File: src/rtl/st_vote_pkg.sv
package st_vote_pkg;
  // Minimum number of set samples out of n that yields a 1 (strict majority).
  function automatic int maj_threshold(input int n);
    return n / 2 + 1;
  endfunction
endpackage

File: src/rtl/st_prevote.sv
module st_prevote #(
  parameter int W   = 12,
  parameter int OVS = 10
) (
  input  logic         clk,
  input  logic         rst,
  input  logic         clr,
  input  logic         acc,
  input  logic [W-1:0] word,
  output logic [W-1:0] maj,
  output logic         full,
  output logic         empty
);
  localparam int CW  = $clog2(OVS + 1);
  localparam int THR = st_vote_pkg::maj_threshold(OVS);

  logic [CW-1:0] nw;

  always_ff @(posedge clk) begin
    if (rst || clr) nw <= '0;
    else if (acc)   nw <= nw + CW'(1);
  end

  assign full  = (nw == CW'(OVS));
  assign empty = (nw == '0);

  for (genvar i = 0; i < W; i++) begin : g_bit
    logic [CW-1:0] ones;
    always_ff @(posedge clk) begin
      if (rst || clr)          ones <= '0;
      else if (acc && word[i]) ones <= ones + CW'(1);
    end
    assign maj[i] = (ones >= CW'(THR));
  end
endmodule

File: src/rtl/st_maj3.sv
module st_maj3 #(
  parameter int W = 12
) (
  input  logic [W-1:0] a,
  input  logic [W-1:0] b,
  input  logic [W-1:0] c,
  output logic [W-1:0] y,
  output logic         mis
);
  assign y   = (a & b) | (a & c) | (b & c);
  assign mis = (a != b) || (b != c);
endmodule

File: src/rtl/st_voter.sv
module st_voter #(
  parameter int W         = 12,
  parameter int OVS       = 10,
  parameter int FRAME_CYC = 64
) (
  input  logic         clk,
  input  logic         rst,
  input  logic         sd_vld,
  output logic         sd_rdy,
  input  logic [W-1:0] sd_word,
  input  logic         sa_vld,
  output logic         sa_rdy,
  input  logic [W-1:0] sa_word,
  input  logic         fs_vld,
  output logic         fs_rdy,
  input  logic [W-1:0] fs_word,
  output logic         out_vld,
  input  logic         out_rdy,
  output logic [W-1:0] out_word,
  output logic         out_mismatch,
  output logic         err_timeout
);
  localparam int TW = $clog2(FRAME_CYC + 1);

  logic         have_sd, have_sa;
  logic [W-1:0] sd_q, sa_q;
  logic [W-1:0] pv_word, vy;
  logic         pv_full, pv_empty, vmis;
  logic [TW-1:0] timer;
  logic         open, tmo_due, out_free, vote_go, tmo_go, clr_frame;
  logic         sd_acc, sa_acc, fs_acc;

  assign open      = have_sd || have_sa || !pv_empty;
  assign tmo_due   = open && (timer == TW'(FRAME_CYC)) && !(have_sd && have_sa);
  assign out_free  = !out_vld || out_rdy;
  assign vote_go   = pv_full && have_sd && have_sa && out_free;
  assign tmo_go    = tmo_due && out_free;
  assign clr_frame = vote_go || tmo_go;

  assign sd_rdy = !have_sd && !tmo_due;
  assign sa_rdy = !have_sa && !tmo_due;
  assign fs_rdy = !pv_full && !tmo_due;
  assign sd_acc = sd_vld && sd_rdy;
  assign sa_acc = sa_vld && sa_rdy;
  assign fs_acc = fs_vld && fs_rdy;

  st_prevote #(.W(W), .OVS(OVS)) u_pre (
    .clk(clk), .rst(rst), .clr(clr_frame), .acc(fs_acc), .word(fs_word),
    .maj(pv_word), .full(pv_full), .empty(pv_empty)
  );

  st_maj3 #(.W(W)) u_maj (
    .a(sd_q), .b(sa_q), .c(pv_word), .y(vy), .mis(vmis)
  );

  // Base-rate slots: one word each per frame.
  always_ff @(posedge clk) begin
    if (rst || clr_frame) begin
      have_sd <= 1'b0;
      have_sa <= 1'b0;
    end else begin
      if (sd_acc) have_sd <= 1'b1;
      if (sa_acc) have_sa <= 1'b1;
    end
  end

  always_ff @(posedge clk) begin
    if (rst) begin
      sd_q <= '0;
      sa_q <= '0;
    end else begin
      if (sd_acc) sd_q <= sd_word;
      if (sa_acc) sa_q <= sa_word;
    end
  end

  // Frame budget timer, runs from the first accepted word, saturates.
  always_ff @(posedge clk) begin
    if (rst || clr_frame)                       timer <= '0;
    else if (open && timer != TW'(FRAME_CYC))   timer <= timer + TW'(1);
  end

  // Output register stage.
  always_ff @(posedge clk) begin
    if (rst) begin
      out_vld      <= 1'b0;
      out_word     <= '0;
      out_mismatch <= 1'b0;
      err_timeout  <= 1'b0;
    end else if (vote_go) begin
      out_vld      <= 1'b1;
      out_word     <= vy;
      out_mismatch <= vmis;
    end else if (tmo_go) begin
      out_vld      <= 1'b1;
      out_mismatch <= 1'b0;
      err_timeout  <= 1'b1;
    end else if (out_rdy) begin
      out_vld      <= 1'b0;
      out_mismatch <= 1'b0;
    end
  end
endmodule

File: config.mk
export PLATFORM = sky130hd
export DESIGN_NAME = st_voter
export DESIGN_NICKNAME = d
export VERILOG_FILES = /design/src/rtl/st_vote_pkg.sv /design/src/rtl/st_prevote.sv /design/src/rtl/st_maj3.sv /design/src/rtl/st_voter.sv
export SDC_FILE = /design/constraint.sdc
export NUM_CORES = 1
export LEC_CHECK = 0
export BUFFER_PORTS_ARGS = -buffer_cell sky130_fd_sc_hd__buf_2
export CAP_MARGIN = 40
export CORE_UTILIZATION = 31
export DETAILED_ROUTE_END_ITERATION = 7
export GPL_TIMING_DRIVEN = 1
export SYNTH_ARGS = -nofsm -noshare
export SYNTH_HDL_FRONTEND = slang
export SYNTH_SLANG_ARGS = --single-unit
File: constraint.sdc
create_clock -name clk -period 6.8 [get_ports clk]
set_clock_uncertainty 0.15 [all_clocks]
set_input_delay 0.34 -clock clk [delete_from_list [all_inputs] [get_ports clk]]
set_output_delay 0.34 -clock clk [all_outputs]
set_load 0.005 [all_outputs]
==> metrics.txt <==
main combinational cell family by area after synthesis simple AND/OR/NAND/NOR gates; worst-path maximum fanout 43; mapped cell area 5140 um^2; CP required 6.86 ns; post-synthesis compound-gate area fraction 13.9%; Gate Count Post-Synth 567; total iterations of the first detailed-routing run 4; Final #Nets 707; post-CTS setup repair buffer count 0; Clk pin slew, worst setup/hold paths 0.07 ns; Syn Nets 662; RSZ-0062 raised after global routing no; Pins Over Slew Limit 0; Congestion Overflow GR 0; die extent in y 131 um; Final ANT Viol Nets 0; Resized cells post-CTS 0; Worst Max-Slew Pin Slew 0.845 ns; Hold WC Path Type primary input to register; Peak VDD IR 0.000137 V; core box area 16100 um^2; Fmax achieved 0.341 GHz; critical setup path kind register to register; sequential fraction of the synthesis area 39.0%; Leak 2.57 nW; I/O pin total 60; TritonCTS clock tree yes; Ys Warns 0; root buffer cell clkbuf_16; initial antenna violation count 0; # port buffers 59; total track usage 13.5%; mux cell area share after synthesis 5.07%; status finished clean; hold_buf cts 0; Post-Synth XOR/XNOR Area 7.67%; crit path DAT 3.00 ns; post-synthesis register bit count 100; commonest non-fill, non-tap cell in the layout nor2_1; Inserted Clock Buffers 9; Final Critical Period 2.93 ns; Site Rows 46; clock latency on the worst-skew pair 0.35 ns; largest cells by area after synthesis dfxtp_1 (39%), ha_1 (13%), nor2_1 (7.7%); wirelength, routed 11.1 mm; remaining routing DRC violations 0; Vias/cell 4.72; Slew Limit Headroom 43.5%; setup TNS 0 ns; Vias 3934; gpl congestion 0.746; n_diodes 0; synthesis-to-layout area growth 15.3%; Synth Area in Simple Gates 17.3%; first-pass GRT wire length 17.5 mm; Netlist cell types 39; dpl hpwl 7.79 mm; Synth top area share 39.0%; max-capacitance violation count 0; Die Area 17100 um^2; fraction of layout cells with a size suffix above 1 15.6%; final-report hold violation count 0; largest net degree at the start of global routing 44; Final setup viols 0; CP Launch Type register; crit end category register; Synth Area in Adders 12.9%; Yosys top cell by area dfxtp_1; die width 131 um; Post-Syn Area per Cell 9.06 um^2; vias in the first global route 3546; CTS Buffer Depth 2; post-layout util 36.9%; Final Cycle Share 43.2%; WL/cell 13.4 um; total power 1.30 mW; DRT iter0 DRCs 211; starting density of the core 32.0%; H-tree depth 3; highest-count cells in the layout ignoring fill and taps nor2_1 (106), dfxtp_1 (100), buf_2 (59); CTS sink count 100; Power Density 220 nW/um^2
worst max-delay path, cell delays in order, from the launching register on:
cell and delay [ns]:
dfxtp_1 0.34, inv_1 0.09, ha_1 0.13, or4b_4 0.48, o211ai_2 0.15, buf_4 0.38, nand3b_1 0.66, mux2i_1 0.35
nor2_1 0.06
state kept, by name, summed over array words and instances, names as in the netlist:
name and flops:
u_pre.nw 4, out_vld 1, u_pre.g_bit.ones 48, err_timeout 1, sa_q 12, out_word 12, have_sd 1, have_sa 1
sd_q 12, timer 7, out_mismatch 1
per-layer routing:
| metal | vias up | routed length [um] | track usage, % |
|---|---|---|---|
| li1 | 2064 | - | - |
| met1 | 1782 | 5930 | 18.8 |
| met2 | 76 | 4560 | 19.8 |
| met3 | 12 | 474 | 3.09 |
| met4 | 0 | 185 | 5.68 |
| met5 | - | 0 | 0 |
report_power, final:
| group | switching (mW) | internal (mW) | total, mW |
|---|---|---|---|
| Sequential | 0.0261 | 0.613 | 0.639 |
| Combinational | 0.0815 | 0.0664 | 0.148 |
| Clock | 0.223 | 0.294 | 0.518 |
| Total | 0.331 | 0.974 | 1.30 |
cell families after synthesis:
kind of cell	Yosys count
adder cells (fa/ha/maj)	53
flip-flops	100
AO/OA/AOI/OAI	99
buffers and inverters	47
XOR/XNOR	45
multiplexers	26
AND/OR/NAND/NOR	197
cell type report:
cell class              instances  area, um^2
fillers                      1641       10100
multi-input cells             420        2920
flip-flops and latches        100        2000
repair buffers                 64         360
well taps                     216         270
clock buffers                  10         239
clock inverters                 6        63.8
inverters                      17        63.8
metrics by stage:
| stage | instances | hold slack (ns) | worst slack [ns] | instance area [um^2] |
|---|---|---|---|---|
| after floorplan | 567 | 0.303 | 4.60 | 5140 |
| after global placement | 815 | 0.294 | 3.85 | 5580 |
| after detailed placement | 817 | 0.308 | 3.84 | 5620 |
| after CTS | 833 | 0.0526 | 3.83 | 5920 |
| after global routing | 833 | 0.0638 | 3.64 | 5920 |
| final | 833 | 0.0659 | 3.87 | 5920 |
final timing paths:
| check | startpoint | end | slack [ns] | cells past startpoint |
|---|---|---|---|---|
| worst max-delay path | u_pre.nw[0] | sa_q[3] | 3.87 | 8 |
| worst min-delay path | fs_word[8] | u_pre.g_bit[8].ones[1] | 0.07 | 2 |
| worst max register to register | u_pre.nw[0] | sa_q[3] | 3.87 | 8 |
| worst min register to register | err_timeout | err_timeout | 0.32 | 2 |
synthesized netlist by cell type, drive strengths merged:
master	instances
a2111oi	12
a211oi	1
a21o	1
a21oi	18
a311oi	12
a31oi	1
and2	1
and3	1
and3b	1
buf	11
clkbuf	19
dfxtp	100
ha	53
inv	17
mux2i	26
nand2	21
nand2b	14
nand3	13
nand3b	3
nand4	2
nor2	106
nor2b	1
nor3	26
nor4	6
nor4b	1
o2111ai	1
o211a	1
o211ai	13
o21ai	38
o32ai	1
or4b	1
xnor2	20
xor2	25
Note: power is estimated with default switching activity, not from simulation.
